**config.mk**
```make
export PLATFORM = sky130hd
export DESIGN_NAME = intc_bank
export DESIGN_NICKNAME = d
export VERILOG_FILES = /design/src/rtl/intc_pkg.sv /design/src/rtl/intc_srcdet.sv /design/src/rtl/intc_regfile.sv /design/src/rtl/intc_arbiter.sv /design/src/rtl/intc_bank.sv
export SDC_FILE = /design/constraint.sdc
export NUM_CORES = 2
export LEC_CHECK = 0
export BUFFER_PORTS_ARGS = -buffer_cell sky130_fd_sc_hd__clkbuf_2
export CORE_UTILIZATION = 40
export CTS_CLUSTER_DIAMETER = 40
export DETAILED_ROUTE_END_ITERATION = 16
export GPL_TIMING_DRIVEN = 0
export PLACE_DENSITY = 0.55
export RECOVER_POWER = 50
export SLEW_MARGIN = 20
export SYNTH_ARGS = -nofsm -noshare
export SYNTH_HDL_FRONTEND = slang
export SYNTH_SLANG_ARGS = --single-unit
```
**constraint.sdc**
```tcl
create_clock -name clk -period 135 [get_ports clk]
set_clock_uncertainty 0.15 [all_clocks]
set_input_delay 27 -clock clk [delete_from_list [all_inputs] [get_ports clk]]
set_output_delay 27 -clock clk [all_outputs]
set_load 0.02 [all_outputs]
```
**src/rtl/intc_pkg.sv**
```systemverilog
package intc_pkg;
  localparam int PRI_W  = 5;
  localparam int DATA_W = 32;

  localparam int ADDR_CMD   = 0;
  localparam int ADDR_IRQID = 1;
  localparam int ADDR_FIQID = 2;
  localparam int ADDR_MASK  = 3;
  localparam int ADDR_STAT  = 4;
  localparam int ADDR_GATE  = 5;

  localparam int HELD_BIT = 8;

  // packed: pri in bits 6:2, sense in bit 1, fiq in bit 0
  typedef struct packed {
    logic [PRI_W-1:0] pri;
    logic             sense;
    logic             fiq;
  } src_cfg_t;
endpackage

```
**src/rtl/intc_srcdet.sv**
```systemverilog
module intc_srcdet #(
  parameter int NSRC = 32
) (
  input  logic            clk,
  input  logic            rst,
  input  logic [NSRC-1:0] src_n,
  input  logic [NSRC-1:0] sense_i,
  input  logic [NSRC-1:0] clr_i,
  output logic [NSRC-1:0] status_o
);
  for (genvar i = 0; i < NSRC; i++) begin : g_src
    logic smp_q;
    logic prv_q;
    logic lat_q;
    logic fall;

    assign fall = prv_q & ~smp_q;

    always_ff @(posedge clk) begin
      if (rst) begin
        smp_q <= 1'b1;
        prv_q <= 1'b1;
        lat_q <= 1'b0;
      end else begin
        smp_q <= src_n[i];
        prv_q <= smp_q;
        if (fall && !sense_i[i])
          lat_q <= 1'b1;
        else if (clr_i[i] || sense_i[i])
          lat_q <= 1'b0;
      end
    end

    assign status_o[i] = sense_i[i] ? ~smp_q : lat_q;
  end
endmodule

```
**src/rtl/intc_regfile.sv**
```systemverilog
module intc_regfile
  import intc_pkg::*;
#(
  parameter int NSRC   = 32,
  parameter bit FIQ_EN = 1'b1,
  localparam int SRC_W  = $clog2(NSRC),
  localparam int ADDR_W = SRC_W + 1
) (
  input  logic                  clk,
  input  logic                  rst,
  input  logic                  bus_wr,
  input  logic                  bus_rd,
  input  logic [ADDR_W-1:0]     bus_addr,
  input  logic [DATA_W-1:0]     bus_wdata,
  output logic [DATA_W-1:0]     bus_rdata,
  output logic                  bus_rvalid,
  input  logic [NSRC-1:0]       status_i,
  input  logic                  irq_held_i,
  input  logic [SRC_W-1:0]      irq_id_i,
  input  logic                  fiq_held_i,
  input  logic [SRC_W-1:0]      fiq_id_i,
  output src_cfg_t [NSRC-1:0]   cfg_o,
  output logic [NSRC-1:0]       mask_o,
  output logic                  gate_o,
  output logic                  ack_irq_o,
  output logic                  ack_fiq_o,
  output logic [NSRC-1:0]       stat_clr_o
);
  logic             cfg_sel;
  logic [SRC_W-1:0] cfg_idx;
  logic             wr_cmd, wr_mask, wr_stat, wr_gate;
  logic [DATA_W-1:0] rd_mux;
  src_cfg_t          cfg_new;

  assign cfg_sel = bus_addr[ADDR_W-1];
  assign cfg_idx = bus_addr[SRC_W-1:0];

  assign wr_cmd  = bus_wr && (bus_addr == ADDR_W'(ADDR_CMD));
  assign wr_mask = bus_wr && (bus_addr == ADDR_W'(ADDR_MASK));
  assign wr_stat = bus_wr && (bus_addr == ADDR_W'(ADDR_STAT));
  assign wr_gate = bus_wr && (bus_addr == ADDR_W'(ADDR_GATE));

  always_comb begin
    cfg_new     = src_cfg_t'(bus_wdata[$bits(src_cfg_t)-1:0]);
    cfg_new.fiq = cfg_new.fiq & FIQ_EN;
  end

  for (genvar i = 0; i < NSRC; i++) begin : g_cfg
    always_ff @(posedge clk) begin
      if (rst)
        cfg_o[i] <= '0;
      else if (bus_wr && cfg_sel && (cfg_idx == SRC_W'(i)))
        cfg_o[i] <= cfg_new;
    end
  end

  always_ff @(posedge clk) begin
    if (rst) begin
      mask_o <= '1;
      gate_o <= 1'b1;
    end else begin
      if (wr_mask) mask_o <= bus_wdata[NSRC-1:0];
      if (wr_gate) gate_o <= bus_wdata[0];
    end
  end

  assign ack_irq_o  = wr_cmd && bus_wdata[0];
  assign ack_fiq_o  = wr_cmd && bus_wdata[1];
  assign stat_clr_o = wr_stat ? ~bus_wdata[NSRC-1:0] : '0;

  always_comb begin
    rd_mux = '0;
    if (cfg_sel) begin
      rd_mux = DATA_W'(cfg_o[cfg_idx]);
    end else begin
      case (bus_addr)
        ADDR_W'(ADDR_IRQID): begin
          rd_mux           = DATA_W'(irq_id_i);
          rd_mux[HELD_BIT] = irq_held_i;
        end
        ADDR_W'(ADDR_FIQID): begin
          rd_mux           = DATA_W'(fiq_id_i);
          rd_mux[HELD_BIT] = fiq_held_i;
        end
        ADDR_W'(ADDR_MASK):  rd_mux = DATA_W'(mask_o);
        ADDR_W'(ADDR_STAT):  rd_mux = DATA_W'(status_i);
        ADDR_W'(ADDR_GATE):  rd_mux = DATA_W'(gate_o);
        default:             rd_mux = '0;
      endcase
    end
  end

  always_ff @(posedge clk) begin
    if (rst) begin
      bus_rvalid <= 1'b0;
      bus_rdata  <= '0;
    end else begin
      bus_rvalid <= bus_rd;
      if (bus_rd) bus_rdata <= rd_mux;
    end
  end
endmodule

```
**src/rtl/intc_arbiter.sv**
```systemverilog
module intc_arbiter
  import intc_pkg::*;
#(
  parameter int NSRC = 32,
  localparam int SRC_W = $clog2(NSRC)
) (
  input  logic                        clk,
  input  logic                        rst,
  input  logic [NSRC-1:0]             cand_i,
  input  logic [NSRC-1:0][PRI_W-1:0]  pri_i,
  input  logic                        en_i,
  input  logic                        release_i,
  output logic                        held_o,
  output logic [SRC_W-1:0]            id_o
);
  logic             best_v;
  logic [PRI_W-1:0] best_p;
  logic [SRC_W-1:0] best_id;

  always_comb begin
    best_v  = 1'b0;
    best_p  = '1;
    best_id = '0;
    for (int i = 0; i < NSRC; i++) begin
      if (cand_i[i] && (!best_v || (pri_i[i] < best_p))) begin
        best_v  = 1'b1;
        best_p  = pri_i[i];
        best_id = SRC_W'(i);
      end
    end
  end

  always_ff @(posedge clk) begin
    if (rst) begin
      held_o <= 1'b0;
      id_o   <= '0;
    end else if (release_i) begin
      held_o <= 1'b0;
    end else if (!held_o && en_i && best_v) begin
      held_o <= 1'b1;
      id_o   <= best_id;
    end
  end
endmodule

```
**src/rtl/intc_bank.sv**
```systemverilog
module intc_bank
  import intc_pkg::*;
#(
  parameter int NSRC   = 32,
  parameter bit FIQ_EN = 1'b1,
  localparam int SRC_W  = $clog2(NSRC),
  localparam int ADDR_W = SRC_W + 1
) (
  input  logic              clk,
  input  logic              rst,
  input  logic              bus_wr,
  input  logic              bus_rd,
  input  logic [ADDR_W-1:0] bus_addr,
  input  logic [31:0]       bus_wdata,
  output logic [31:0]       bus_rdata,
  output logic              bus_rvalid,
  input  logic [NSRC-1:0]   src_n,
  output logic              irq_o,
  output logic              fiq_o
);
  src_cfg_t [NSRC-1:0]       cfg;
  logic [NSRC-1:0]           mask;
  logic                      gate;
  logic                      ack_irq, ack_fiq;
  logic [NSRC-1:0]           stat_clr;
  logic [NSRC-1:0]           status;
  logic [NSRC-1:0]           sense, route_fiq;
  logic [NSRC-1:0][PRI_W-1:0] pri;
  logic [NSRC-1:0]           pending, cand_irq, cand_fiq;
  logic                      irq_held, fiq_held;
  logic [SRC_W-1:0]          irq_id, fiq_id;
  logic [NSRC-1:0]           irq_onehot, fiq_onehot, rel_clr, clr;

  for (genvar i = 0; i < NSRC; i++) begin : g_unpack
    assign sense[i]     = cfg[i].sense;
    assign route_fiq[i] = cfg[i].fiq;
    assign pri[i]       = cfg[i].pri;
  end

  intc_regfile #(.NSRC(NSRC), .FIQ_EN(FIQ_EN)) u_regs (
    .clk        (clk),
    .rst        (rst),
    .bus_wr     (bus_wr),
    .bus_rd     (bus_rd),
    .bus_addr   (bus_addr),
    .bus_wdata  (bus_wdata),
    .bus_rdata  (bus_rdata),
    .bus_rvalid (bus_rvalid),
    .status_i   (status),
    .irq_held_i (irq_held),
    .irq_id_i   (irq_id),
    .fiq_held_i (fiq_held),
    .fiq_id_i   (fiq_id),
    .cfg_o      (cfg),
    .mask_o     (mask),
    .gate_o     (gate),
    .ack_irq_o  (ack_irq),
    .ack_fiq_o  (ack_fiq),
    .stat_clr_o (stat_clr)
  );

  assign irq_onehot = NSRC'(1) << irq_id;
  assign fiq_onehot = NSRC'(1) << fiq_id;
  assign rel_clr    = (((ack_irq && irq_held) ? irq_onehot : '0) |
                       ((ack_fiq && fiq_held) ? fiq_onehot : '0)) & ~sense;
  assign clr        = stat_clr | rel_clr;

  intc_srcdet #(.NSRC(NSRC)) u_det (
    .clk      (clk),
    .rst      (rst),
    .src_n    (src_n),
    .sense_i  (sense),
    .clr_i    (clr),
    .status_o (status)
  );

  assign pending  = status & ~mask;
  assign cand_irq = pending & ~route_fiq;
  assign cand_fiq = pending & route_fiq;

  intc_arbiter #(.NSRC(NSRC)) u_arb_irq (
    .clk       (clk),
    .rst       (rst),
    .cand_i    (cand_irq),
    .pri_i     (pri),
    .en_i      (!gate),
    .release_i (ack_irq),
    .held_o    (irq_held),
    .id_o      (irq_id)
  );

  intc_arbiter #(.NSRC(NSRC)) u_arb_fiq (
    .clk       (clk),
    .rst       (rst),
    .cand_i    (cand_fiq),
    .pri_i     (pri),
    .en_i      (!gate),
    .release_i (ack_fiq),
    .held_o    (fiq_held),
    .id_o      (fiq_id)
  );

  assign irq_o = irq_held;
  assign fiq_o = fiq_held;
endmodule

```
# ---- Word-level counts from Yosys, hierarchy flattened
# Cells that the tools add are included.
dict set report word_totals {
  input_bits 74
  output_inout_bits 35
  reg_bits 398
}
dict set report op_classes {
  shifts 2
  muxes 291
  order_cmp 63
  n_reduce_logical 368
  n_eq_ne 36
  bitwise_logic 76
}
# op n
set ops {}
lappend ops {{5-bit two-way mux} 94}
lappend ops {{5-bit less-than comparator} 62}
lappend ops {{1-bit two-way mux} 162}
lappend ops {{32-bit one-hot mux with 5 select lines} 1}
lappend ops {{1-bit logical AND} 139}
lappend ops {{32-bit bitwise AND} 4}
lappend ops {{32-bit two-way mux} 4}
lappend ops {{32-bit inverter} 4}
lappend ops {{1-bit logical NOT} 97}
lappend ops {{1-bit logical OR} 94}
lappend ops {{5-bit == test (second input constant)} 16}
lappend ops {{4-bit two-way mux} 16}
lappend ops {{32-bit bitwise OR} 2}
lappend ops {{2-bit nonzero test} 32}
lappend ops {{1-bit by 5-bit left shift with 32-bit output (first input constant)} 2}
lappend ops {{5-bit by 4-bit == test with 1-bit output (second input constant)} 8}
lappend ops {{7-bit binary-select mux with 5-bit select} 1}
lappend ops {{1-bit inverter} 34}
lappend ops {{1-bit bitwise AND} 32}
lappend ops {{3-bit two-way mux} 8}
lappend ops {{5-bit by 3-bit == test with 1-bit output (second input constant)} 4}
lappend ops {{6-bit by 2-bit == test with 1-bit output (second input constant)} 2}
lappend ops {{6-bit by 3-bit == test with 1-bit output (second input constant)} 2}
lappend ops {{5-bit by 2-bit == test with 1-bit output (second input constant)} 2}
lappend ops {{9 further kinds} 14}

# ---- Logic depth before layout (Yosys ltp)
dict set report depth {
  ltp_word 131
  mapped_depth 280
  mapped_depth_nobuf 264
}

# ---- By module
# From an unflattened synthesis, not the netlist that was laid out.
dict set report unflattened {
  hier_cells 4610
  hier_area_um2 35896.9
}
# module cells_each area_each_um2 instances
set modules_own_cells {}
lappend modules_own_cells {intc_regfile 1455 13087.6 1}
lappend modules_own_cells {{intc_arbiter (u_arb_irq)} 1312 9069.9 1}
lappend modules_own_cells {{intc_arbiter (u_arb_fiq)} 1341 8884.8 1}
lappend modules_own_cells {intc_srcdet 330 3470.8 1}
lappend modules_own_cells {intc_bank 172 1383.8 1}

# ---- Worst setup path before layout
# No wires, ideal clock.
dict set report synth_timing {
  path_type {flip-flop to flip-flop}
  startpoint {register u_regs.cfg_o[1] (netlist bit)}
  endpoint {register u_arb_irq.id_o[3]}
  stages_incl_launch_ff 260
  setup_time_ns 0.086
  period_less_slack_ns 46.331
  arrival_ns 46.095
  path_buffers 16
  slack_ns 88.669
  required_time_ns 134.764
  path_cell_list {dfxtp_1 -> nor2_2 -> or4_1 -> buf_2 -> nor2_1 -> ha_1 -> a31oi_1 -> o31ai_1 -> a21oi_1 -> nor3_1 -> a21oi_1 -> inv_1 -> ha_1 -> o2111ai_2 -> o221ai_4 -> mux2_2 -> inv_1 -> ha_1 -> [... 224 more ...] -> a21o_1 -> a21oi_1 -> nand2_1 -> inv_1 -> nand2_1 -> a21oi_1 -> a311oi_4 -> mux2_4 -> ha_1 -> a21o_1 -> a21o_1 -> a21oi_1 -> a21oi_1 -> o21a_1 -> o21ai_0 -> nor3_1 -> and3_1 -> a211oi_1}
}
dict set report synth_via {
  elab_chain_cells 130
}
# item line
set synth_lines {}
lappend synth_lines {{from (decl)} intc_regfile.sv:22} ;# output src_cfg_t [NSRC-1:0] cfg_o,
lappend synth_lines {{from (signal, indexed assignment)} intc_regfile.sv:53} ;# cfg_o[i] <= cfg_new;
lappend synth_lines {{1-bit two-way mux *} intc_srcdet.sv:34} ;# assign status_o[i] = sense_i[i] ? ~smp_q : lat_q;
lappend synth_lines {{32-bit bitwise AND *} intc_bank.sv:77} ;# assign pending = status & ~mask;
lappend synth_lines {{32-bit bitwise AND *} intc_bank.sv:78} ;# assign cand_irq = pending & ~route_fiq;
lappend synth_lines {{5-bit two-way mux / 1-bit two-way mux (equally long branches)} intc_arbiter.sv:25} ;# if (cand_i[i] && (!best_v || (pri_i[i] < best_p))) begin
lappend synth_lines {{5-bit less-than comparator / 1-bit logical NOT (equally long branches)} intc_arbiter.sv:25}
lappend synth_lines {{1-bit logical OR} intc_arbiter.sv:25}
lappend synth_lines {{1-bit logical AND} intc_arbiter.sv:25}
lappend synth_lines {{5-bit two-way mux / 1-bit two-way mux (equally long branches)} intc_arbiter.sv:25}
lappend synth_lines {{[... 114 more ...]} --}
lappend synth_lines {{1-bit logical AND} intc_arbiter.sv:25}
lappend synth_lines {{5-bit two-way mux / 1-bit two-way mux (equally long branches)} intc_arbiter.sv:25}
lappend synth_lines {{5-bit less-than comparator / 1-bit logical NOT (equally long branches)} intc_arbiter.sv:25}
lappend synth_lines {{1-bit logical OR} intc_arbiter.sv:25}
lappend synth_lines {{1-bit logical AND} intc_arbiter.sv:25}
lappend synth_lines {{1-bit two-way mux} intc_arbiter.sv:25}
lappend synth_lines {{1-bit logical AND} intc_arbiter.sv:39} ;# end else if (!held_o && en_i && best_v) begin
lappend synth_lines {{2-bit AND reduction (no line)} --}
lappend synth_lines {{to (signal assigned)} intc_arbiter.sv:41} ;# id_o <= best_id;
lappend synth_lines {{to (decl)} intc_arbiter.sv:14} ;# output logic [SRC_W-1:0] id_o
# Mark *: on every way between the ends. The rest lies on a longest branch, timed or not.
# A chain may end at the register's enable or synchronous reset.

# ---- Final worst setup path
dict set report layout_timing {
  startpoint {register u_regs.cfg_o[1] (netlist bit)}
  endpoint {register u_arb_irq.id_o[4]}
}
# Same word-level chain as after synthesis.

==> impl_metrics.yaml <==
run_status:
  status: "finished with violations"
  violations: "max-capacitance violations, max-slew violations"
timing:
  finalSetupTns_ns: 0
  maxSlewHeadroom_pct: -10.7
  worstMarginPinSlew_ns: 1.65
  finalCritPeriodShare_pct: 40.6
  grt_setup_unrepaired: "no"
  fin_ws_ns: 80.15
  finalHoldViolations: 0
  max_freq_mhz: 18.2
  slew_viol_final: 22
  setup_viol: 0
  finalCriticalPeriod_ns: 54.85
cts:
  cts_sinks: 398
  cts_root_buf: "clkbuf_16"
  cts_hold_buf: 0
  post_cts_resized: 0
  cts_setup_buffers: 0
  cts_tree: "yes"
  h-tree-depth: 3
  cts_made_buffers: 72
  clk_latency_ns: 0.64
  cts_buffer_depth: 3
  path_clk_slew_ns: 0.06
finish:
  nFillCells: 8576
  drive_gt1_share_pct: 15.4
  design_area_um2: 38400
  fin_nets: 4676
  multiInputGateArea_um2: 23700
  syn_to_final_growth_pct: 13.3
  register_area_um2: 7970
  final_util_pct: 45.8
  final_common_cell: "nor2_1"
  mostFrequentLayoutCells: "nor2_1, nand2_1, dfxtp_1"
detailed_routing:
  drt_iter0_markers: 4068
  wirelength_um: 142000
  routed_via_density: 6.10
  firstDrtPassIters: 6
  vias: 34600
  detail-route-antenna-nets: 0
  drc: 0
  wl_per_cell_um: 25.1
critical_path:
  cp.required_ns: 135.38
  slowest_delay_ns: 0.80
  crit_slowest_cell: "o41ai_2"
  crit_arrival_ns: 55.23
  critPathCaptureType: "flop"
  crit_type: "flop to flop"
  worst_setup_path_start_kind: "flop"
  critical_path_peak_fanout: 10
  reg2reg_depth: 258
  cp_common_cell: "ha_1"
power:
  irDropWorstVdd_v: 0.00000982
  leakage_nw: 15.8
  p_per_area_nw_per_um2: 9.03
yosys:
  ys.flop_type: "dfxtp_1"
  ys_seq_area_share_pct: 23.5
  synth.avg_cell_area_um2: 7.88
  syn-num-nets: 4505
  synth_edf_count: 0
  ys.warnings.count: 0
  synth_cell_type_count: 172
  syn_inst: 4299
  synthArstFlopShare_pct: 0
  ys_ff_latch: 398
  synth_area_um2: 33900
floorplan:
  die-area_um2: 85900
  die_y_um: 293
  die_w_um: 293
  rows: 106
  core_area_um2: 83800
  pin_count: 109
  initial_core_util_pct: 40.4
worst_hold_path:
  whs_path_depth: 2
  hold_class: "flop to flop"
grt:
  antenna_found_initial: 12
  grtUsageTotal_pct: 32.3
  grt_max_degree: 14
  grt_pass1_vias: 31500
  grt_overflow: 0
  grt_first_pass_wirelength_um: 208000
place:
  place_congestion: 1.02
  dp_worst_setup_slack_ns: 81.22
  io_buffer_count: 95
  place_area_um2: 35900
  dp_hpwl_um: 111000
flow_run:
  drv_cap: 2
-- per-layer routing --
metal  routed length, um  global-route usage (%)  up-vias
li1                    -                       -    16100
met1               62900                    46.0    16600
met3               13600                    5.39      280
met4                5640                    12.6       14
met2               60000                    48.1     1607
met5                  81                       0        -
-- power by group --
group          internal, mW  total (mW)  switching, mW
Combinational       0.00803      0.0266         0.0186
Clock                 0.127       0.199         0.0720
Sequential            0.120       0.121        0.00178
-- registers in the layout, summed over array words and instances (netlist names) --
name	flops
u_regs.mask_o	32
u_regs.gate_o	1
u_arb_fiq.held_o	1
u_arb_irq.id_o	5
u_regs.bus_rvalid	1
u_det.g_src.lat_q	32
u_det.g_src.prv_q	32
u_arb_irq.held_o	1
u_regs.cfg_o	224
u_regs.bus_rdata	32
u_det.g_src.smp_q	32
u_arb_fiq.id_o	5
-- synthesized netlist by cell type, types with 20 or more instances --
library cell    n  area (um^2)
a211oi_1       43          323
a21o_1         28          210
a21oi_1       323         1620
a221oi_1       21          184
a31oi_1        33          206
and2_1         30          188
and3_1         26          163
clkbuf_1      145          544
clkbuf_8       37          509
dfxtp_1       398         7970
ha_1          132         1650
inv_1         194          728
mux2_2         27          304
mux2i_1       246         2460
mux4_2         66         1490
nand2_1       486         1820
nand2b_1       44          275
nand3_1       127          636
nand3b_1       42          315
nand4_1        20          125
nor2_1        487         1830
nor2b_1        50          313
nor3_1        142          711
o211ai_1       27          203
o21a_1         32          240
o21ai_0       270         1350
o21ai_1        22          110
o22ai_1        25          156
o31ai_1        21          158
or2_2          92          576
or3_1          39          244
-- critical path: cells and delay by family, from the launching register on --
kind | cells | cell delay [ns]
AND/OR/NAND/NOR | 75 | 13.47
buffers and inverters | 32 | 4.47
flip-flops | 1 | 0.44
adder cells (fa/ha/maj) | 31 | 8.99
AO/OA/AOI/OAI | 109 | 24.59
multiplexers | 11 | 2.58
-- cell families (layout without fill, tap and decap cells) --
group           after synthesis  in the layout  synth area share (%)
simple gates               1749           1749                  25.5
compound gates             1173           1173                  24.4
buf+inv                     433            663                  6.56
flops                       398            398                  23.5
mux                         374            374                  14.1
fa+ha+maj                   153            153                  5.50
xor+xnor                     19             19                 0.491
other cells                   0              2                     0
-- layout make-up --
type                       count  share of cell area (%)
tap                         1134                    3.69
sequential                   398                    20.7
antenna                        2                  0.0130
clock buffer                  87                    5.02
multi-input combinational   3468                    61.7
clock inverter                46                    1.78
inverter                     194                    1.90
buffer                       239                    3.92
timing repair buffer          97                    1.20
-- metrics by stage --
| stage | power (mW) | hold slack, ns | instances |
|---|---|---|---|
| after floorplan | 0.138 | 0.282 | 4299 |
| after global placement | 0.149 | 0.315 | 5528 |
| after detailed placement | 0.149 | 0.313 | 5530 |
| after CTS | 0.347 | 0.311 | 5663 |
| after global routing | 0.354 | 0.333 | 5665 |
| final | 0.347 | 0.315 | 5665 |
-- final timing paths --
check / slack [ns] / endpoint / startpoint
worst min-delay path: 0.31 / u_det.g_src[7].lat_q / u_det.g_src[7].prv_q
worst min register to register: 0.31 / u_det.g_src[7].lat_q / u_det.g_src[7].prv_q
worst max register to register: 80.15 / u_arb_irq.id_o[4] / u_regs.cfg_o[1]
worst max-delay path: 80.15 / u_arb_irq.id_o[4] / u_regs.cfg_o[1]
(Power assumes the default switching activity.)
